==> src/rtl/txn_pkg.sv <==
package txn_pkg;
  typedef enum logic [2:0] {
    CAUSE_NONE      = 3'd0,
    CAUSE_CONFLICT  = 3'd1,
    CAUSE_CAPACITY  = 3'd2,
    CAUSE_DOWNGRADE = 3'd3,
    CAUSE_EXPLICIT  = 3'd4,
    CAUSE_OVERFLOW  = 3'd5
  } abort_cause_e;
endpackage

==> src/rtl/txn_line_table.sv <==
module txn_line_table #(
  parameter int ENTRIES = 16,
  parameter int LINE_W  = 26
) (
  input  logic              clk_i,
  input  logic              rst_ni,
  input  logic              clear_i,
  input  logic              upd_i,
  input  logic              upd_wr_i,
  input  logic [LINE_W-1:0] acc_line_i,
  input  logic [LINE_W-1:0] snp_line_i,
  input  logic [LINE_W-1:0] ev_line_i,
  input  logic [LINE_W-1:0] dg_line_i,
  output logic              acc_hit_o,
  output logic              full_o,
  output logic              snp_hit_o,
  output logic              snp_wr_hit_o,
  output logic              ev_wr_hit_o,
  output logic              dg_wr_hit_o
);
  logic [LINE_W-1:0] tag_q [ENTRIES];
  logic [ENTRIES-1:0] rd_q, wr_q, used;
  logic [ENTRIES-1:0] acc_m, snp_m, ev_m, dg_m, alloc_oh;

  assign used = rd_q | wr_q;

  for (genvar i = 0; i < ENTRIES; i++) begin : g_cmp
    assign acc_m[i] = used[i] && (tag_q[i] == acc_line_i);
    assign snp_m[i] = used[i] && (tag_q[i] == snp_line_i);
    assign ev_m[i]  = used[i] && (tag_q[i] == ev_line_i);
    assign dg_m[i]  = used[i] && (tag_q[i] == dg_line_i);
  end

  assign acc_hit_o    = |acc_m;
  assign full_o       = &used;
  assign snp_hit_o    = |snp_m;
  assign snp_wr_hit_o = |(snp_m & wr_q);
  assign ev_wr_hit_o  = |(ev_m & wr_q);
  assign dg_wr_hit_o  = |(dg_m & wr_q);

  // lowest free slot
  always_comb begin
    logic found;
    found    = 1'b0;
    alloc_oh = '0;
    for (int i = 0; i < ENTRIES; i++) begin
      if (!used[i] && !found) begin
        alloc_oh[i] = 1'b1;
        found       = 1'b1;
      end
    end
  end

  for (genvar i = 0; i < ENTRIES; i++) begin : g_ent
    logic sel;
    assign sel = upd_i && (acc_m[i] || (!acc_hit_o && alloc_oh[i]));
    always_ff @(posedge clk_i or negedge rst_ni) begin
      if (!rst_ni) begin
        rd_q[i]  <= 1'b0;
        wr_q[i]  <= 1'b0;
        tag_q[i] <= '0;
      end else if (clear_i) begin
        rd_q[i] <= 1'b0;
        wr_q[i] <= 1'b0;
      end else if (sel) begin
        tag_q[i] <= acc_line_i;
        if (upd_wr_i) wr_q[i] <= 1'b1;
        else          rd_q[i] <= 1'b1;
      end
    end
  end
endmodule

==> src/rtl/txn_nest_ctrl.sv <==
module txn_nest_ctrl #(
  parameter int DEPTH_W = 4
) (
  input  logic               clk_i,
  input  logic               rst_ni,
  input  logic               begin_i,
  input  logic               end_i,
  input  logic               kill_i,
  output logic [DEPTH_W-1:0] depth_o,
  output logic               at_max_o,
  output logic               at_one_o
);
  localparam logic [DEPTH_W-1:0] MAX_D = {DEPTH_W{1'b1}};
  localparam logic [DEPTH_W-1:0] ONE_D = DEPTH_W'(1);

  logic [DEPTH_W-1:0] depth_q;

  assign depth_o  = depth_q;
  assign at_max_o = (depth_q == MAX_D);
  assign at_one_o = (depth_q == ONE_D);

  always_ff @(posedge clk_i or negedge rst_ni) begin
    if (!rst_ni)                           depth_q <= '0;
    else if (kill_i)                       depth_q <= '0;
    else if (begin_i && !end_i)            depth_q <= depth_q + ONE_D;
    else if (end_i && !begin_i && depth_q != '0) depth_q <= depth_q - ONE_D;
  end
endmodule

==> src/rtl/txn_conflict_tracker.sv <==
module txn_conflict_tracker
  import txn_pkg::*;
#(
  parameter int LINE_W  = 26,
  parameter int ENTRIES = 16,
  parameter int DEPTH_W = 4
) (
  input  logic               clk_i,
  input  logic               rst_ni,
  input  logic               begin_i,
  input  logic               end_i,
  input  logic               abort_i,
  input  logic               acc_valid_i,
  input  logic               acc_write_i,
  input  logic [LINE_W-1:0]  acc_line_i,
  input  logic               snp_valid_i,
  input  logic               snp_write_i,
  input  logic [LINE_W-1:0]  snp_line_i,
  input  logic               evict_valid_i,
  input  logic [LINE_W-1:0]  evict_line_i,
  input  logic               dgrade_valid_i,
  input  logic [LINE_W-1:0]  dgrade_line_i,
  output logic [DEPTH_W-1:0] depth_o,
  output logic               commit_o,
  output logic               abort_o,
  output logic [2:0]         cause_o,
  output logic               fwd_fail_o
);
  logic active, at_max, at_one;
  logic acc_hit, full, snp_hit, snp_wr_hit, ev_wr_hit, dg_wr_hit;
  logic xabt, conf, dgr, cap, ovf, any_abort, do_commit, fwd_d;
  abort_cause_e cause_d;
  logic commit_q, abort_q, fwd_q;
  abort_cause_e cause_q;

  assign active = (depth_o != '0);

  txn_nest_ctrl #(.DEPTH_W(DEPTH_W)) nest_i (
    .clk_i   (clk_i),
    .rst_ni  (rst_ni),
    .begin_i (begin_i),
    .end_i   (end_i),
    .kill_i  (any_abort),
    .depth_o (depth_o),
    .at_max_o(at_max),
    .at_one_o(at_one)
  );

  txn_line_table #(.ENTRIES(ENTRIES), .LINE_W(LINE_W)) table_i (
    .clk_i       (clk_i),
    .rst_ni      (rst_ni),
    .clear_i     (any_abort || do_commit),
    .upd_i       (active && acc_valid_i),
    .upd_wr_i    (acc_write_i),
    .acc_line_i  (acc_line_i),
    .snp_line_i  (snp_line_i),
    .ev_line_i   (evict_line_i),
    .dg_line_i   (dgrade_line_i),
    .acc_hit_o   (acc_hit),
    .full_o      (full),
    .snp_hit_o   (snp_hit),
    .snp_wr_hit_o(snp_wr_hit),
    .ev_wr_hit_o (ev_wr_hit),
    .dg_wr_hit_o (dg_wr_hit)
  );

  // snp_write_i kind does not matter: any remote hit on a marked line conflicts
  logic unused_snp_kind;
  assign unused_snp_kind = snp_write_i;

  assign xabt = active && abort_i;
  assign conf = active && snp_valid_i && snp_hit;
  assign dgr  = active && dgrade_valid_i && dg_wr_hit;
  assign cap  = active && ((evict_valid_i && ev_wr_hit) ||
                           (acc_valid_i && !acc_hit && full));
  assign ovf  = begin_i && at_max;
  assign any_abort = xabt || conf || dgr || cap || ovf;
  assign do_commit = !any_abort && end_i && !begin_i && at_one;
  assign fwd_d = active && ((snp_valid_i && snp_wr_hit) ||
                            (dgrade_valid_i && dg_wr_hit));

  always_comb begin
    if (xabt)      cause_d = CAUSE_EXPLICIT;
    else if (conf) cause_d = CAUSE_CONFLICT;
    else if (dgr)  cause_d = CAUSE_DOWNGRADE;
    else if (cap)  cause_d = CAUSE_CAPACITY;
    else if (ovf)  cause_d = CAUSE_OVERFLOW;
    else           cause_d = CAUSE_NONE;
  end

  always_ff @(posedge clk_i or negedge rst_ni) begin
    if (!rst_ni) begin
      commit_q <= 1'b0;
      abort_q  <= 1'b0;
      fwd_q    <= 1'b0;
      cause_q  <= CAUSE_NONE;
    end else begin
      commit_q <= do_commit;
      abort_q  <= any_abort;
      fwd_q    <= fwd_d;
      cause_q  <= cause_d;
    end
  end

  assign commit_o   = commit_q;
  assign abort_o    = abort_q;
  assign cause_o    = cause_q;
  assign fwd_fail_o = fwd_q;
endmodule

==> config.mk <==
export PLATFORM = sky130hd
export DESIGN_NAME = txn_conflict_tracker
export DESIGN_NICKNAME = d
export VERILOG_FILES = /design/src/rtl/txn_pkg.sv /design/src/rtl/txn_line_table.sv /design/src/rtl/txn_nest_ctrl.sv /design/src/rtl/txn_conflict_tracker.sv
export SDC_FILE = /design/constraint.sdc
export NUM_CORES = 2
export LEC_CHECK = 0
export BUFFER_PORTS_ARGS = -buffer_cell sky130_fd_sc_hd__clkbuf_2
export CAP_MARGIN = 40
export CORE_ASPECT_RATIO = 0.8
export CORE_MARGIN = 5
export CORE_UTILIZATION = 65
export DETAILED_ROUTE_END_ITERATION = 8
export PLACE_DENSITY = 0.93
export SLEW_MARGIN = 40
export SYNTH_ARGS = -nofsm -noshare
export SYNTH_HDL_FRONTEND = slang
export SYNTH_SLANG_ARGS = --single-unit
==> constraint.sdc <==
create_clock -name clk_i -period 4.3 [get_ports clk_i]
set_input_delay 1.29 -clock clk_i [delete_from_list [all_inputs] [get_ports clk_i]]
set_output_delay 1.29 -clock clk_i [all_outputs]
set_load 0.1 [all_outputs]
==> results, run 1 <==
- The sequential cell area fraction in the yosys report is 0.286.
- The cell count after synthesis came out at a little over 4000.
- The number of buffers inserted during clock tree synthesis is 45.
- Summed over all nets, the half-perimeter wirelength after detailed placement is roughly 140000 um.
- Pin placement for this block handled around 130 I/O pins.
- The clock tree synthesis step divided the H-tree into 2 levels.
- The portion of netlist area occupied by mux cells is 0.134.
- The effective utilization at floorplan is 0.656.
- The complex-gate fraction of the synthesized area is 0.0193.
- The root buffer cell is sky130_fd_sc_hd__clkbuf_16.
- After synthesis, the share of flip-flops with an asynchronous set or reset is 1.00.
- The last stage the flow got to is global routing.
- The number of enable flip-flop cells after synthesis is 0.
- Across every metal layer, demand over resource in global routing totals 0.798.
- The first global-routing pass estimated around 390000 um of wire.
- The count of buffers added on input and output ports is 123.
- The fraction of the mapped netlist area in simple logic gates is 0.102.
- The synthesized-area fraction occupied by xor and xnor cells is 0.364.
- After clock tree synthesis, the flow added hold-fix buffers numbering 0.
- The maximum root-to-sink buffer count is 3.
- The flip-flop and latch count after synthesis is 458.
- The number of global-route vias before repair came to between 40000 and 50000.
- The post-synthesis cell type count is 54.
- The largest family of logic cells by synthesized area is XOR/XNOR gates.
- Routability-driven placement finished with a final weighted congestion of ~1.3.
- The fraction of the mapped netlist area in adder cells is 0.000936.
- The remaining global-route overflow is just over 900.
- The post-synthesis average cell area is approximately 10 um2.
- The largest net degree at the start of global routing is 93.
- The cell row count is 81.
- Counting every net in the synthesized netlist gives about 4200.
- The first error in the log reads "[ERROR GRT-0116] Global routing finished with congestion. Check the congestion regions in the DRC Viewer".
- The clock sink total is approximately 460.
- The total instance count after detailed placement is around 4800.
- The die height is ~230 um.
- The run stopped with a tool error.
- In the synthesized netlist the dominant register cell turns out to be sky130_fd_sc_hd__dfrtp_1.
- The number of synthesis warnings is 0.
- The width of the die is ~290 um.
- The post-synthesis instance area is around 0.04 mm2.
[logic make-up after synthesis]
logic type	count (synthesis)
XOR/XNOR	1666
buffers and inverters	727
AND/OR/NAND/NOR	670
flip-flops	458
multiplexers	416
AO/OA/AOI/OAI	92
adder cells (fa/ha/maj)	3
[metrics by stage]
stage          utilization  TNS (ns)  area (um2)  setup slack [ns]
2_1_floorplan            -     -7.46       40100           -0.0884
3_3_place_gp         0.726   -228.54       44400            -0.640
3_5_place_dp         0.726   -381.18       44400            -0.929
4_1_cts              0.768     -7.59       46900            -0.111
[layer usage]
metal	GRT overflow	global-route usage
met3	105	0.790
met5	19	0.651
met4	279	0.776
met2	395	0.846
met1	118	0.783
[synthesized netlist by cell type, types with 12 or more instances]
cell                       instances  share of area
sky130_fd_sc_hd__nand4_1         303          0.047
sky130_fd_sc_hd__clkbuf_1        274          0.026
sky130_fd_sc_hd__buf_1            51         0.0048
sky130_fd_sc_hd__mux2_1           12         0.0034
sky130_fd_sc_hd__xnor2_1        1192           0.26
sky130_fd_sc_hd__clkbuf_2         29         0.0036
sky130_fd_sc_hd__dfrtp_1         458           0.29
sky130_fd_sc_hd__a22o_1           22         0.0048
sky130_fd_sc_hd__nand2_1          12         0.0011
sky130_fd_sc_hd__buf_2           280          0.035
sky130_fd_sc_hd__nor4_1          186          0.029
sky130_fd_sc_hd__nor2_1           26         0.0024
sky130_fd_sc_hd__nand3_1          61         0.0076
sky130_fd_sc_hd__a22oi_1          24         0.0045
sky130_fd_sc_hd__mux2_2          224          0.063
sky130_fd_sc_hd__mux2_4          180          0.067
sky130_fd_sc_hd__nor3_1           40         0.0050
sky130_fd_sc_hd__or4_1            12         0.0022
sky130_fd_sc_hd__buf_6            38          0.011
sky130_fd_sc_hd__buf_4            34         0.0064
sky130_fd_sc_hd__xor2_1          474           0.10
[what timing repair did]
action	in CTS
resized for setup	74
buffers inserted	41
cloned	5
setup endpoints to repair	454
pin swaps	4
==> run 2: changes to the inputs <==
--- a/config.mk
+++ b/config.mk
@@ -7,11 +7,10 @@
 export LEC_CHECK = 0
 export BUFFER_PORTS_ARGS = -buffer_cell sky130_fd_sc_hd__clkbuf_2
 export CAP_MARGIN = 40
-export CORE_ASPECT_RATIO = 0.8
 export CORE_MARGIN = 5
-export CORE_UTILIZATION = 65
+export CORE_UTILIZATION = 40
 export DETAILED_ROUTE_END_ITERATION = 8
-export PLACE_DENSITY = 0.93
+export PLACE_DENSITY_LB_ADDON = 0.15
 export SLEW_MARGIN = 40
 export SYNTH_ARGS = -nofsm -noshare
 export SYNTH_HDL_FRONTEND = slang
==> run 2 against run 1 <==
Compared with the run above: the flow now finishes, with violations (negative setup slack); synthesized cell count stayed put; area after synthesis stayed put.
==> results, run 2 <==
- Summed over all layers, the global routing overflow is 0.
- The checks that failed: negative setup slack.
- The first global-routing pass estimated roughly 290000 um of wire.
- Setup repair after global routing could not meet its margin everywhere.
- Setup total negative slack on the finished layout was measured at -37.02 ns.
- The worst min-delay path class is reg2reg.
- The post-synthesis instance area is 0.0401 mm2 (unchanged).
- Subtracting the final worst setup slack from the clock period gives 4.50 ns.
- The share of cells above drive strength 1 is 0.333.
- The portion of netlist area occupied by mux cells is 0.134 (unchanged).
- The number of search-and-repair iterations in the first detailed-routing pass is 5.
- The number of cells produced by synthesis was 4032 (unchanged).
- The arrival time at the worst endpoint is between 5 and 6 ns.
- STA classifies the critical path endpoint as a flip-flop.
- The post-synthesis average cell area was 9.94 um2 (unchanged).
- After detailed routing, the number of remaining DRC violations is 0.
- The leading register cell type out of synthesis is sky130_fd_sc_hd__dfrtp_1.
- The cell row count was 116 (+43%).
- The sum of internal, switching and leakage power is 16.6 mW.
- The worst supply voltage drop on vdd is about 0.38 mV.
- The TritonCTS clock tree is built.
- The routing layer with the top usage in global route is met2.
- After detailed routing, the total wire length is about 220000 um.
- The flip-flop and latch count after synthesis is 458 (unchanged).
- The number of DRC markers in iteration 0 is ~4300.
- The least setup slack across all paths after layout is -0.198 ns.
- The wire length per cell after detailed routing is slightly below 40 um.
- The fraction of the mapped netlist area in simple logic gates is 0.102 (unchanged).
- The type of origin of the critical path is an input pin.
- The floorplan step defined a die boundary enclosing 0.107 mm2.
- The final number of hold-violating endpoints came to 0.
- In the global route stage, met2 resource usage came out at 0.587.
- Dividing the detail-routed via count by the number of cells gives roughly 6.1.
- The worst-skew pair later-pin latency is 0.69 ns.
- The number of synthesis warnings is 0 (unchanged).
- Derived from the worst setup path, the maximum achievable clock frequency is roughly 220 MHz.
- The number of enable flip-flop cells after synthesis is 0 (unchanged).
- The register ranked first by flip-flop count is table_i.tag_q.
- Yosys attributes the largest share of cell area to sky130_fd_sc_hd__dfrtp_1 29%, sky130_fd_sc_hd__xnor2_1 26%, sky130_fd_sc_hd__xor2_1 10%, sky130_fd_sc_hd__mux2_4 6.7%, sky130_fd_sc_hd__mux2_2 6.3%.
- The placer's final routability congestion estimate was 1.01 (-21%).
- The analysis attributes to cell leakage a power of around 21 nW.
- The setup path with the least slack is of type in2reg.
- The post-synthesis cell type count is 54 (unchanged).
- The number of levels the H-tree was split into is 2 (unchanged).
- Dividing total power by cell area gives a power density of between 300 and 400 mW/mm2.
- After clock tree synthesis, the clock-pin slew on the worst setup and hold paths is approximately 0.06 ns.
- The port buffer count is 123 (unchanged).
- The die height is 327 um (+41%).
- The worst path required time is slightly below 5 ns.
- In the layout the commonest cells are 1190 x sky130_fd_sc_hd__xnor2_1, 479 x sky130_fd_sc_hd__buf_4, 459 x sky130_fd_sc_hd__xor2_1, 458 x sky130_fd_sc_hd__dfrtp_1, 303 x sky130_fd_sc_hd__nand4_1.
- The area growth from synthesis to final layout is 24.2%.
- In the synthesized netlist, the cells that appear most often are 1192 x sky130_fd_sc_hd__xnor2_1, 474 x sky130_fd_sc_hd__xor2_1, 458 x sky130_fd_sc_hd__dfrtp_1.
- The largest net degree at the start of global routing is between 70 and 80.
- The global-route usage over all layers is 0.397.
- The count of nets left with antenna violations once routing finished came out at 0.
- Across the run, the number of max-cap violations was 0.
- The transition at the pin with the smallest max-transition slack is 0.782 ns.
- The maximum net fanout on the critical path is 28.
- The number of placed I/O pins is 125 (unchanged).
- The effective utilization at floorplan is 0.401 (-0.255).
- The number of setup violations in the final report is 442.
- The sequential cell area fraction in the yosys report was 0.286 (unchanged).
- The maximum root-to-sink buffer count was 3 (unchanged).
- The final net count is about 4300.
- The number of global-route vias before repair is between 30000 and 40000.
- The width of the die is 327 um (+14%).
- The area of the core is roughly 0.10 mm2.
- The biggest area contributor in the post-synthesis netlist is sky130_fd_sc_hd__dfrtp_1.
- The library cell used most frequently in the layout, excluding fill and tap cells, is sky130_fd_sc_hd__xnor2_1.
- The flow ran to the end, but the final reports show violations.
- The synthesized net count is 4150 (unchanged).
- The met1 layer usage reported by global route is 0.516.
- The reg-to-reg setup timing slack is ~0.14 ns.
- The worst relative slew slack is 0.475.
- The share of the synthesized area in the top cell type was 0.286 (unchanged).
- For the final database, setup skew stands at 0.0319 ns.
- The number of antenna violations at the first check in global routing is 6.
- The HPWL after detailed placement is 162000 um (+18%).
- The largest registers in the layout are table_i.tag_q (416), table_i.rd_q (16), table_i.wr_q (16).
- In the global route stage, met3 resource usage came out at 0.105.
- The clock sink total is 458 (unchanged).
- The fraction of registers with async set/reset is 1.00 (unchanged).
- The final max-slew violation count was 0.
- The root buffer cell chosen for the clock tree is sky130_fd_sc_hd__clkbuf_16.
- The number of vias after detailed routing is 33800.
- After synthesis, the largest family of logic cells by area is XOR/XNOR gates.
- The fraction of the mapped netlist area in adder cells is 0.000936 (unchanged).
- The finished layout holds about 5600 standard cells, fillers aside.
- The total instance count after detailed placement is 5422 (+13%).
- The complex-gate fraction of the synthesized area is 0.0193 (unchanged).
- The number of hold buffers added after CTS is 0 (unchanged).
- The synthesized-area fraction occupied by xor and xnor cells is 0.364 (unchanged).
- Dividing the final minimum period by the clock period gives 1.05.
- The flip-flop count of the largest register after layout is approximately 420.
- The number of buffers inserted during clock tree synthesis is 59 (+31%).
- Yosys instantiated no cell more often than sky130_fd_sc_hd__xnor2_1.
run 2: final timing paths:
check | end | depth (start not counted) | from
min in group asynchronous | table_i.tag_q[140] | 1 | rst_ni
worst min-delay path | table_i.rd_q[15] | 1 | table_i.rd_q[15]
worst max-delay path | table_i.tag_q[63] | 13 | dgrade_line_i[4]
worst min register to register | table_i.rd_q[15] | 1 | table_i.rd_q[15]
max in group asynchronous | table_i.tag_q[188] | 2 | rst_ni
worst max register to register | table_i.tag_q[94] | 13 | table_i.wr_q[3]
run 2: cell families (layout without fill, tap and decap cells):
group,Yosys count,in the layout
compound gates,92,93
simple gates,670,670
fa+ha+maj,3,3
buf+inv,727,970
flops,458,458
xor+xnor,1666,1666
mux,416,416
other cells,0,2
run 2: layer usage:
layer | share of wire | vias up
met5 | 0 | -
li1 | - | 13700
met1 | 0.40 | 17200
met4 | 0.080 | 0
met3 | 0.10 | 713
met2 | 0.42 | 2212
run 2: where the power goes:
| group | internal (mW) | switching, mW |
|---|---|---|
| combinational | 2.55 | 2.94 |
| sequential | 4.66 | 0.806 |
| clock | 3.43 | 2.25 |
| total | 10.6 | 6.00 |
run 2: final cells by class:
cell class	count	area, um2
flip-flops and latches	458	11500
well taps	1298	1620
repair buffers	858	9310
clock buffers	78	1700
clock inverters	31	468
diodes	2	5.00
multi-input cells	2848	25200
fillers	9392	50100
inverters	3	11.3
run 2: stage by stage:
step | hold slack [ns] | instance area (um2) | util | worst slack [ns]
4_1_cts | 0.505 | 49100 | 0.491 | 0.00472
5_1_grt | 0.514 | 49800 | 0.499 | -0.0907
3_5_place_dp | 0.485 | 46700 | 0.467 | -0.843
2_1_floorplan | 0.457 | 40100 | - | -0.0884
6_report | 0.508 | 49800 | 0.499 | -0.198
3_3_place_gp | 0.481 | 46700 | 0.467 | -0.843
run 2: what timing repair did:
item	4_1_cts	5_1_grt
setup endpoints to repair	342	444
gates resized for setup	11	80
setup buffers	16	22
pin swaps	1	18
cloned	1	7
run 2: critical path, stage by stage:
cell	delay, ns
sky130_fd_sc_hd__clkbuf_2	0.31
sky130_fd_sc_hd__buf_12	0.29
sky130_fd_sc_hd__xnor2_1	0.13
sky130_fd_sc_hd__nand4_1	0.16
sky130_fd_sc_hd__nor4_1	0.11
sky130_fd_sc_hd__buf_4	0.17
sky130_fd_sc_hd__a22oi_1	0.26
sky130_fd_sc_hd__nand4_1	0.25
sky130_fd_sc_hd__o211ai_1	0.48
sky130_fd_sc_hd__o2111ai_2	0.49
sky130_fd_sc_hd__or3_1	0.57
sky130_fd_sc_hd__buf_12	0.20
sky130_fd_sc_hd__mux2_2	0.29
(Power assumes the default switching activity.)
